[config.mk]
export PLATFORM = sky130hd
export DESIGN_NAME = cbuf_select
export DESIGN_NICKNAME = d
export VERILOG_FILES = /design/src/rtl/cbuf_pkg.sv /design/src/rtl/kbuf_lut.sv /design/src/rtl/grp_addr.sv /design/src/rtl/cbuf_select.sv
export SDC_FILE = /design/constraint.sdc
export NUM_CORES = 1
export LEC_CHECK = 0
export CAP_MARGIN = 20
export CORE_UTILIZATION = 25
export CTS_BUF_LIST = sky130_fd_sc_hd__clkbuf_4
export DETAILED_ROUTE_END_ITERATION = 12
export MAX_ROUTING_LAYER = met4
export PLACE_DENSITY = 0.42
export SLEW_MARGIN = 10
export SYNTH_ARGS = -nofsm -noshare
export SYNTH_HDL_FRONTEND = slang
export SYNTH_SLANG_ARGS = --single-unit
[constraint.sdc]
create_clock -name clk -period 2.6 [get_ports clk]
set_input_delay 0.52 -clock clk [delete_from_list [all_inputs] [get_ports clk]]
set_output_delay 0.52 -clock clk [all_outputs]
set_load 0.02 [all_outputs]
[src/rtl/cbuf_pkg.sv]
package cbuf_pkg;
    localparam int GRP_CNT = 5;

    typedef enum logic [1:0] {
        ST_IDLE,
        ST_EMIT,
        ST_FINISH,
        ST_REJECT
    } sel_state_t;
endpackage

[src/rtl/kbuf_lut.sv]
module kbuf_lut #(
    parameter int LEN_W    = 5,
    parameter int PTR_W    = 6,
    parameter int MIN_LEN  = 7,
    parameter int MAX_LEN  = 24,
    parameter int SHORT_HI = 9,
    parameter int KB_SHORT = 30,
    parameter int MID_LO   = 10,
    parameter int KB_MID_LO = 50,
    parameter int MID_HI   = 11,
    parameter int KB_MID_HI = 55,
    parameter int KB_LONG  = 60
) (
    input  logic [LEN_W-1:0] len,
    output logic [PTR_W-1:0] kbuf,
    output logic             len_ok
);
    always_comb begin
        len_ok = (int'(len) >= MIN_LEN) && (int'(len) <= MAX_LEN);
        if (int'(len) <= SHORT_HI)
            kbuf = PTR_W'(KB_SHORT);
        else if (int'(len) == MID_LO)
            kbuf = PTR_W'(KB_MID_LO);
        else if (int'(len) == MID_HI)
            kbuf = PTR_W'(KB_MID_HI);
        else
            kbuf = PTR_W'(KB_LONG);
    end
endmodule

[src/rtl/grp_addr.sv]
module grp_addr #(
    parameter int LEN_W = 5,
    parameter int PTR_W = 6,
    parameter int SUB_W = 3
) (
    input  logic             clk,
    input  logic             rst_n,
    input  logic             clear,
    input  logic             adv,
    input  logic [LEN_W-1:0] len,
    input  logic [PTR_W-1:0] kbuf,
    output logic [SUB_W-1:0] sub,
    output logic [LEN_W-1:0] pos,
    output logic [PTR_W-1:0] ptr
);
    import cbuf_pkg::*;

    always_ff @(posedge clk or negedge rst_n) begin
        if (!rst_n) begin
            sub <= '0;
            pos <= '0;
            ptr <= '0;
        end else if (clear) begin
            sub <= '0;
            pos <= '0;
            ptr <= '0;
        end else if (adv) begin
            if (ptr == kbuf - 1'b1) begin
                sub <= '0;
                pos <= '0;
                ptr <= '0;
            end else begin
                ptr <= ptr + 1'b1;
                if (pos == len - 1'b1) begin
                    pos <= '0;
                    sub <= sub + 1'b1;
                end else begin
                    pos <= pos + 1'b1;
                end
            end
        end
    end

    // read pointer stays inside the truncated buffer
    p_ptr_in_buf_r2: assert property (@(posedge clk) disable iff (!rst_n)
        adv |-> (ptr < kbuf));

    // subblock selector never walks past the fifth subblock
    p_sub_range_r1: assert property (@(posedge clk) disable iff (!rst_n)
        adv |-> (int'(sub) < GRP_CNT));

    // position within a subblock stays below L
    p_pos_range_r1: assert property (@(posedge clk) disable iff (!rst_n)
        adv |-> (pos < len));
endmodule

[src/rtl/cbuf_select.sv]
module cbuf_select #(
    parameter int MAX_LEN = 24,
    parameter int MIN_LEN = 7,
    parameter int BLK_LEN = 60,
    parameter int LEN_W   = $clog2(MAX_LEN + 1)
) (
    input  logic               clk,
    input  logic               rst_n,
    input  logic               start,
    input  logic [LEN_W-1:0]   payload_len,
    input  logic [MAX_LEN-1:0] sub_a,
    input  logic [MAX_LEN-1:0] sub_b,
    input  logic [MAX_LEN-1:0] sub_c,
    input  logic [MAX_LEN-1:0] sub_d,
    input  logic [MAX_LEN-1:0] sub_e,
    output logic               bit_out,
    output logic               bit_valid,
    output logic               blk_done,
    output logic               len_err
);
    import cbuf_pkg::*;

    localparam int PTR_W = $clog2(BLK_LEN + 1);
    localparam int SUB_W = $clog2(GRP_CNT);

    sel_state_t state_q, state_d;

    logic [GRP_CNT-1:0][MAX_LEN-1:0] snap_q;
    logic [LEN_W-1:0] len_q;
    logic [PTR_W-1:0] kbuf_q;
    logic [PTR_W-1:0] out_cnt;
    logic [PTR_W-1:0] kbuf_in;
    logic             len_ok;
    logic             accept;
    logic             last_bit;
    logic [SUB_W-1:0] sub;
    logic [LEN_W-1:0] pos;
    logic [PTR_W-1:0] ptr;

    kbuf_lut #(
        .LEN_W   (LEN_W),
        .PTR_W   (PTR_W),
        .MIN_LEN (MIN_LEN),
        .MAX_LEN (MAX_LEN),
        .KB_LONG (BLK_LEN)
    ) u_lut (
        .len    (payload_len),
        .kbuf   (kbuf_in),
        .len_ok (len_ok)
    );

    assign accept   = (state_q == ST_IDLE) && start && len_ok;
    assign last_bit = (state_q == ST_EMIT) && (out_cnt == PTR_W'(BLK_LEN - 1));

    grp_addr #(
        .LEN_W (LEN_W),
        .PTR_W (PTR_W),
        .SUB_W (SUB_W)
    ) u_addr (
        .clk   (clk),
        .rst_n (rst_n),
        .clear (accept),
        .adv   (state_q == ST_EMIT),
        .len   (len_q),
        .kbuf  (kbuf_q),
        .sub   (sub),
        .pos   (pos),
        .ptr   (ptr)
    );

    // state register
    always_ff @(posedge clk or negedge rst_n) begin
        if (!rst_n) state_q <= ST_IDLE;
        else        state_q <= state_d;
    end

    // transitions
    always_comb begin
        state_d = state_q;
        unique case (state_q)
            ST_IDLE: begin
                if (start && len_ok)  state_d = ST_EMIT;
                else if (start)       state_d = ST_REJECT;
            end
            ST_EMIT:   if (last_bit) state_d = ST_FINISH;
            ST_FINISH: state_d = ST_IDLE;
            ST_REJECT: state_d = ST_IDLE;
            default:   state_d = ST_IDLE;
        endcase
    end

    // capture and output counter
    always_ff @(posedge clk or negedge rst_n) begin
        if (!rst_n) begin
            snap_q  <= '0;
            len_q   <= '0;
            kbuf_q  <= '0;
            out_cnt <= '0;
        end else if (accept) begin
            snap_q  <= {sub_e, sub_d, sub_c, sub_b, sub_a};
            len_q   <= payload_len;
            kbuf_q  <= kbuf_in;
            out_cnt <= '0;
        end else if (state_q == ST_EMIT) begin
            out_cnt <= out_cnt + 1'b1;
        end
    end

    // outputs
    always_comb begin
        bit_valid = 1'b0;
        blk_done  = 1'b0;
        len_err   = 1'b0;
        bit_out   = 1'b0;
        unique case (state_q)
            ST_IDLE:   ;
            ST_EMIT: begin
                bit_valid = 1'b1;
                bit_out   = snap_q[sub][pos];
            end
            ST_FINISH: blk_done = 1'b1;
            ST_REJECT: len_err  = 1'b1;
            default:   ;
        endcase
    end

    // at most one of the three strobes at a time
    p_one_strobe_r7: assert property (@(posedge clk) disable iff (!rst_n)
        $onehot0({bit_valid, blk_done, len_err}));

    // done directly follows a valid bit
    p_done_after_bit_r7: assert property (@(posedge clk) disable iff (!rst_n)
        blk_done |-> $past(bit_valid));

    // an error only ever answers a start request
    p_err_after_start_r8: assert property (@(posedge clk) disable iff (!rst_n)
        len_err |-> $past(start));

    // never more than the block length of valid bits
    p_cnt_limit_r3: assert property (@(posedge clk) disable iff (!rst_n)
        bit_valid |-> (int'(out_cnt) < BLK_LEN));

    // the buffer in use is a prefix of the grouped sequence
    p_kbuf_fits_r6: assert property (@(posedge clk) disable iff (!rst_n)
        bit_valid |-> (int'(kbuf_q) <= GRP_CNT * int'(len_q)));

    // captured length is held for the whole block
    p_len_held_r9: assert property (@(posedge clk) disable iff (!rst_n)
        (bit_valid && $past(bit_valid)) |-> $stable(len_q));
endmodule

### Word level (Yosys, flattened, before mapping)

Index checks and enable logic that the tools add are counted.

* logic and storage cells: 72
* register bits: 153
* output and inout port bits: 4
* input port bits: 128

* order comparisons: 5
* reductions and logical operators: 11
* equal/unequal tests: 10
* add/subtract/negate cells: 6
* muxes and demuxes: 28

Operator list (count)
* 24-bit binary-select mux with 3-bit select: 1
* 6-bit 2-to-1 mux: 7
* 24-bit 2-to-1 mux: 1
* 5-bit 2-to-1 mux: 4
* 6-bit by 1-bit adder with 6-bit output (second input constant): 2
* 3-bit 2-to-1 mux: 4
* 5-bit equality test (second input constant): 2
* 6-bit equality test: 1
* 6-bit equality test (second input constant): 1
* 5-bit by 6-bit less-than comparator with 1-bit output (second input constant): 1
* 2-bit 2-to-1 mux: 3
* 2-bit case mux with 3 select lines: 1
* 6-bit by 1-bit subtractor with 6-bit output (second input constant): 1
* 5-bit by 1-bit adder with 5-bit output (second input constant): 1
* 1-bit binary-select mux with 5-bit select: 1
* 5-bit equality test: 1
* 5-bit by 3-bit >= comparator with 1-bit output (second input constant): 1
* 5-bit by 4-bit less-or-equal comparator with 1-bit output (second input constant): 1
* 5-bit less-or-equal comparator (second input constant): 1
* 1-bit logical AND: 5
* 1-bit 2-to-1 mux: 5
* 5-bit by 1-bit subtractor with 5-bit output (second input constant): 1
* 2-bit equality test (second input constant): 2
* 3-bit by 4-bit less-than comparator with 1-bit output (second input constant): 1
* 10 further kinds: 11

### Depth between registers and ports, before layout

* word-level depth: 6
* gate-level depth with buffers: 8
* depth with buffers taken out: 8

### Cells and area by module

Synthesis repeated with hierarchy kept, for this count alone.

* cell total of the unflattened synthesis: 804
* area total of the unflattened synthesis: 7475.9 µm²

By module, submodules not included
* cbuf_select: area each 6392.4 µm², cells each 684, sequential area each 3478.3 µm², times used 1
* grp_addr: area each 1006.0 µm², cells each 108, sequential area each 350.3 µm², times used 1
* kbuf_lut: area each 77.6 µm², cells each 12, sequential area each 0.0 µm², times used 1

### Worst setup path before layout

OpenSTA, ideal clock, no wires.

* path type: reg2out
* from: register u_addr.sub[0]
* to: output port bit_out
* arrival time: 1.932 ns
* path buffers: 1
* stages on the path, launching flop included: 7
* path slack: 0.148 ns
* required time: 2.080 ns
* cells stage by stage: dfrtp_1 -> buf_6 -> mux4_2 -> mux4_2 -> nor3_1 -> a41oi_1 -> a31o_1

* cells in the longest elaborated chain, start to end: 5

Ends and longest elaborated chain
* start: declaration: line grp_addr.sv:12 `output logic [SUB_W-1:0] sub,`
* start signal: assignment: line grp_addr.sv:36 `sub <= sub + 1'b1;`
* 24-bit binary-select mux with 3-bit select: line cbuf_select.sv:119 `bit_out = snap_q[sub][pos];`
* 24-bit 2-to-1 mux (not written as such): line cbuf_select.sv:119
* 1-bit binary-select mux with 5-bit select: line cbuf_select.sv:119
* 1-bit 2-to-1 mux (not written as such): line cbuf_select.sv:119
* 1-bit 2-to-1 mux: line cbuf_select.sv:115 `unique case (state_q)`
* end: declaration: line cbuf_select.sv:16 `output logic bit_out,`

No other way between the ends. The select of a mux whose other input is x is not followed.

### Worst setup path in the final report

Ends and elaborated chain as after synthesis.

==> impl_metrics.csv <==
group,metric,value,unit
run_status,status,"finished with violations",
run_status,violations,"negative setup slack",
sta,rsz0062_at_grt,"yes",
floorplanning,core_area,28900,um^2
synthesis,ys_seq_area_frac,0.518,
sta,slew_viol_final,0,
drt,dr.first_iter.drc_count,258,
sta,maxSlewHeadroom,0.640,
synthesis,muxShareOfSynthArea,0.101,
global_route,grt_overflow,0,
sta,clock_skew,0.0181,ns
sta,setup_slack,-0.688,ns
cells_and_area,final_core_util,0.345,
placement,place_congestion,0.754,
setup_path,end_kind,"primary output",
synthesis,async_flop_share,1.00,
clocking,cts_tree,"done",
drt,vias,5939,
floorplanning,rows,62,
synthesis,yosysUniqueCellTypes,54,
synthesis,synth_simple_gate_area_frac,0.249,
sta,setup_viol,1,
drt,wirelength,20900,um
synthesis,synth_top_family_by_area,"simple AND/OR/NAND/NOR gates",
synthesis,synth.avg_cell_area,9.16,um^2
global_route,grt_pass1_wl,33800,um
synthesis,ys.warnings.count,0,
global_route,antenna_found_initial,1,
global_route,groute.usage.overall,0.148,
cells_and_area,layout.nets,1110,
synthesis,synthesis.nets,941,
drt,wl_per_cell,15.2,um
synthesis,yosys-top-cells-area,"dfrtp_1 (52%), nand2_1 (20%), mux4_2 (7.6%)",
global_route,grt_pass1_vias,6285,
clocking,cts_buffers,17,
drt,remaining_drc_errors,0,
hold_path,min-delay-start,"sub_b[3]",
setup_path,cp-start-kind,"flop",
cells_and_area,syn2layout_area_growth,34.6,%
synthesis,yosysMostFrequentCell,"nand2_1",
setup_path,worstPathRequired,2.08,ns
global_route,grt_max_degree,54,
drt,avgViaCountPerCell,4.32,
setup_path,cp-startpoint,"u_addr.sub[0]",
power_and_ir_drop,p_seq_frac,0.411,
clocking,htreeDepth,4,
clocking,clock-sinks,153,
drt,firstDrtPassIters,4,
synthesis,synth_cells,807,
synthesis,yosys_most_used_dff,"dfrtp_1",
cells_and_area,layout-drive-gt1-share,0.139,
clocking,clkSlewWorstSetupHoldPaths,0.16,ns
power_and_ir_drop,ir_drop,0.000361,V
power_and_ir_drop,p_switching,3.81,mW
synthesis,synthAdderAreaFrac,0.0102,
floorplanning,start_util,0.256,
power_and_ir_drop,p_leak,4.67,nW
sta,finalHoldViolations,0,
sta,max_freq,304,MHz
floorplanning,pin_count,132,
placement,portBuffers,131,
synthesis,synthXorXnorAreaFrac,0.0190,
synthesis,ys_ff_latch,153,
clocking,cts_buffer_depth,2,
sta,fin_crit_sh,1.26,
setup_path,regToRegEndpoint,"u_addr.sub[0]",
sta,tns,-0.688,ns
power_and_ir_drop,netSwitchingFraction,0.375,
floorplanning,die_w,174,um
cells_and_area,fill_cells,3074,
hold_path,whs_path_depth,3,
hold_path,hold_end,"snap_q[27]",
synthesis,synth_edf_count,0,
synthesis,synth_compound_area_frac,0.0677,
drt,ant_nets,0,
floorplanning,dieHeight,174,um
hold_path,min_path_type,"input pin to flop",
setup_path,reg2reg_slack,0.27,ns
synthesis,synth_area,7390,um^2
synthesis,synth_common_cells,"nand2_1 (399), dfrtp_1 (153), mux4_2 (25)",
clocking,clk_latency,0.56,ns
synthesis,yosysTopAreaCellShare,0.518,
sta,tightest_slew,0.535,ns
power_and_ir_drop,p_comb_frac,0.428,
setup_path,cp.arrival,2.77,ns
placement,dpl.hpwl,15500,um
synthesis,synth_top_area_cell,"dfrtp_1",
power_and_ir_drop,p_per_area,1020,nW/um^2
setup_path,rr_worst_depth,8,
setup_path,path_class,"flop to primary output",
sta,period_minus_slack,3.29,ns
flow_run,max_cap_viol_count,0,
setup_path,reg2reg_from,"kbuf_q[0]",
floorplanning,die_area,30300,um^2
setup_path,crit_fanout,7,
clocking,root_buffer,"clkbuf_4",
power_and_ir_drop,p_int,6.33,mW
power_and_ir_drop,pwr-share-clk,0.161,
==> metrics by stage <==
step | setup slack, ns | instance area (um^2) | hold slack [ns] | instances | power, mW
2_1_floorplan | 0.148 | 7390 | 0.224 | 807 | 6.82
3_3_place_gp | -0.647 | 9550 | 0.453 | 1339 | 8.44
3_5_place_dp | -0.658 | 9550 | 0.457 | 1339 | 8.47
4_1_cts | -0.787 | 9930 | 0.398 | 1373 | 10.3
5_1_grt | -0.825 | 9950 | 0.403 | 1374 | 10.9
6_report | -0.688 | 9950 | 0.460 | 1374 | 10.1
==> power by group through the flow <==
stage / clock network (mW) / registers [mW] / logic [mW]
final: 1.63 / 4.16 / 4.34
after global placement: 0 / 4.27 / 4.17
after global routing: 1.78 / 4.30 / 4.87
after floorplan: 0 / 3.91 / 2.91
after CTS: 1.69 / 4.18 / 4.38
after detailed placement: 0 / 4.23 / 4.25
==> area by class of cell <==
cell class                      count  area [um^2]  area share
Clock inverter                     14          179      0.0180
Antenna cell                        1         2.50    0.000252
Tap cell                          384          480      0.0483
Sequential cell                   153         3830       0.385
Inverter                           12         45.0     0.00453
Timing Repair Buffer              196         1910       0.192
Clock buffer                       18          135      0.0136
Multi-Input combinational cell    596         3370       0.338
==> cells by family (layout without fill, tap and decap cells) <==
family | Yosys count | count (layout)
AND/OR/NAND/NOR | 460 | 460
flip-flops | 153 | 153
multiplexers | 43 | 43
buffers and inverters | 58 | 240
AO/OA/AOI/OAI | 71 | 71
other | 0 | 1
adder cells (fa/ha/maj) | 6 | 6
XOR/XNOR | 16 | 16
==> repair_timing <==
item                                    4_1_cts  5_1_grt
endpoints found under the hold margin        50        0
hold buffers                                  1        0
endpoints found under the setup margin        2        1
resized for setup                            15        3
buffers inserted                              1        0
pin swaps                                     4        2
==> sequential cells by signal, indices dropped and copies added, names as in the netlist <==
name and cells:
kbuf_q 6, len_q 5, out_cnt 6, snap_q 120, state_q 2, u_addr.pos 5
u_addr.ptr 6, u_addr.sub 3
==> worst max-delay path, cell delays in order (launching register included) <==
cell       delay, ns
dfrtp_2         0.49
buf_6           0.16
buf_4           0.16
nor2b_1         0.16
a211o_1         0.35
a2111oi_4       0.36
nor3_1          0.12
a31o_1          0.28
buf_6           0.14
==> placed cells by master, fill, tap and decap left out, types with 6 or more instances in the layout <==
cell type,count
clkdlybuf4s50_1,128
nand3_1,14
o211ai_1,6
nor2_1,12
dfrtp_1,152
o31ai_1,7
xor2_1,6
a21oi_1,10
inv_1,11
clkbuf_4,18
mux4_2,25
mux2i_1,17
inv_6,6
nand2_1,398
buf_4,54
o21ai_0,18
ha_1,6
xnor2_1,10
buf_12,8
==> per-layer routing <==
metal | vias to the layer above | GRT usage | wire [um]
met4 | 0 | 0.0344 | 273
met3 | 9 | 0.0273 | 566
li1 | 3002 | - | -
met1 | 2838 | 0.196 | 9970
met2 | 90 | 0.234 | 10100
met5 | - | - | 0
==> worst max path at each step <==
stage                         end  slack (ns)  cells past startpoint
after floorplan           bit_out        0.15                      6
after global placement    bit_out       -0.65                      7
after detailed placement  bit_out       -0.66                      7
after CTS                 bit_out       -0.79                      7
after global routing      bit_out       -0.82                      8
final                     bit_out       -0.69                      8
(Power assumes the default switching activity.)
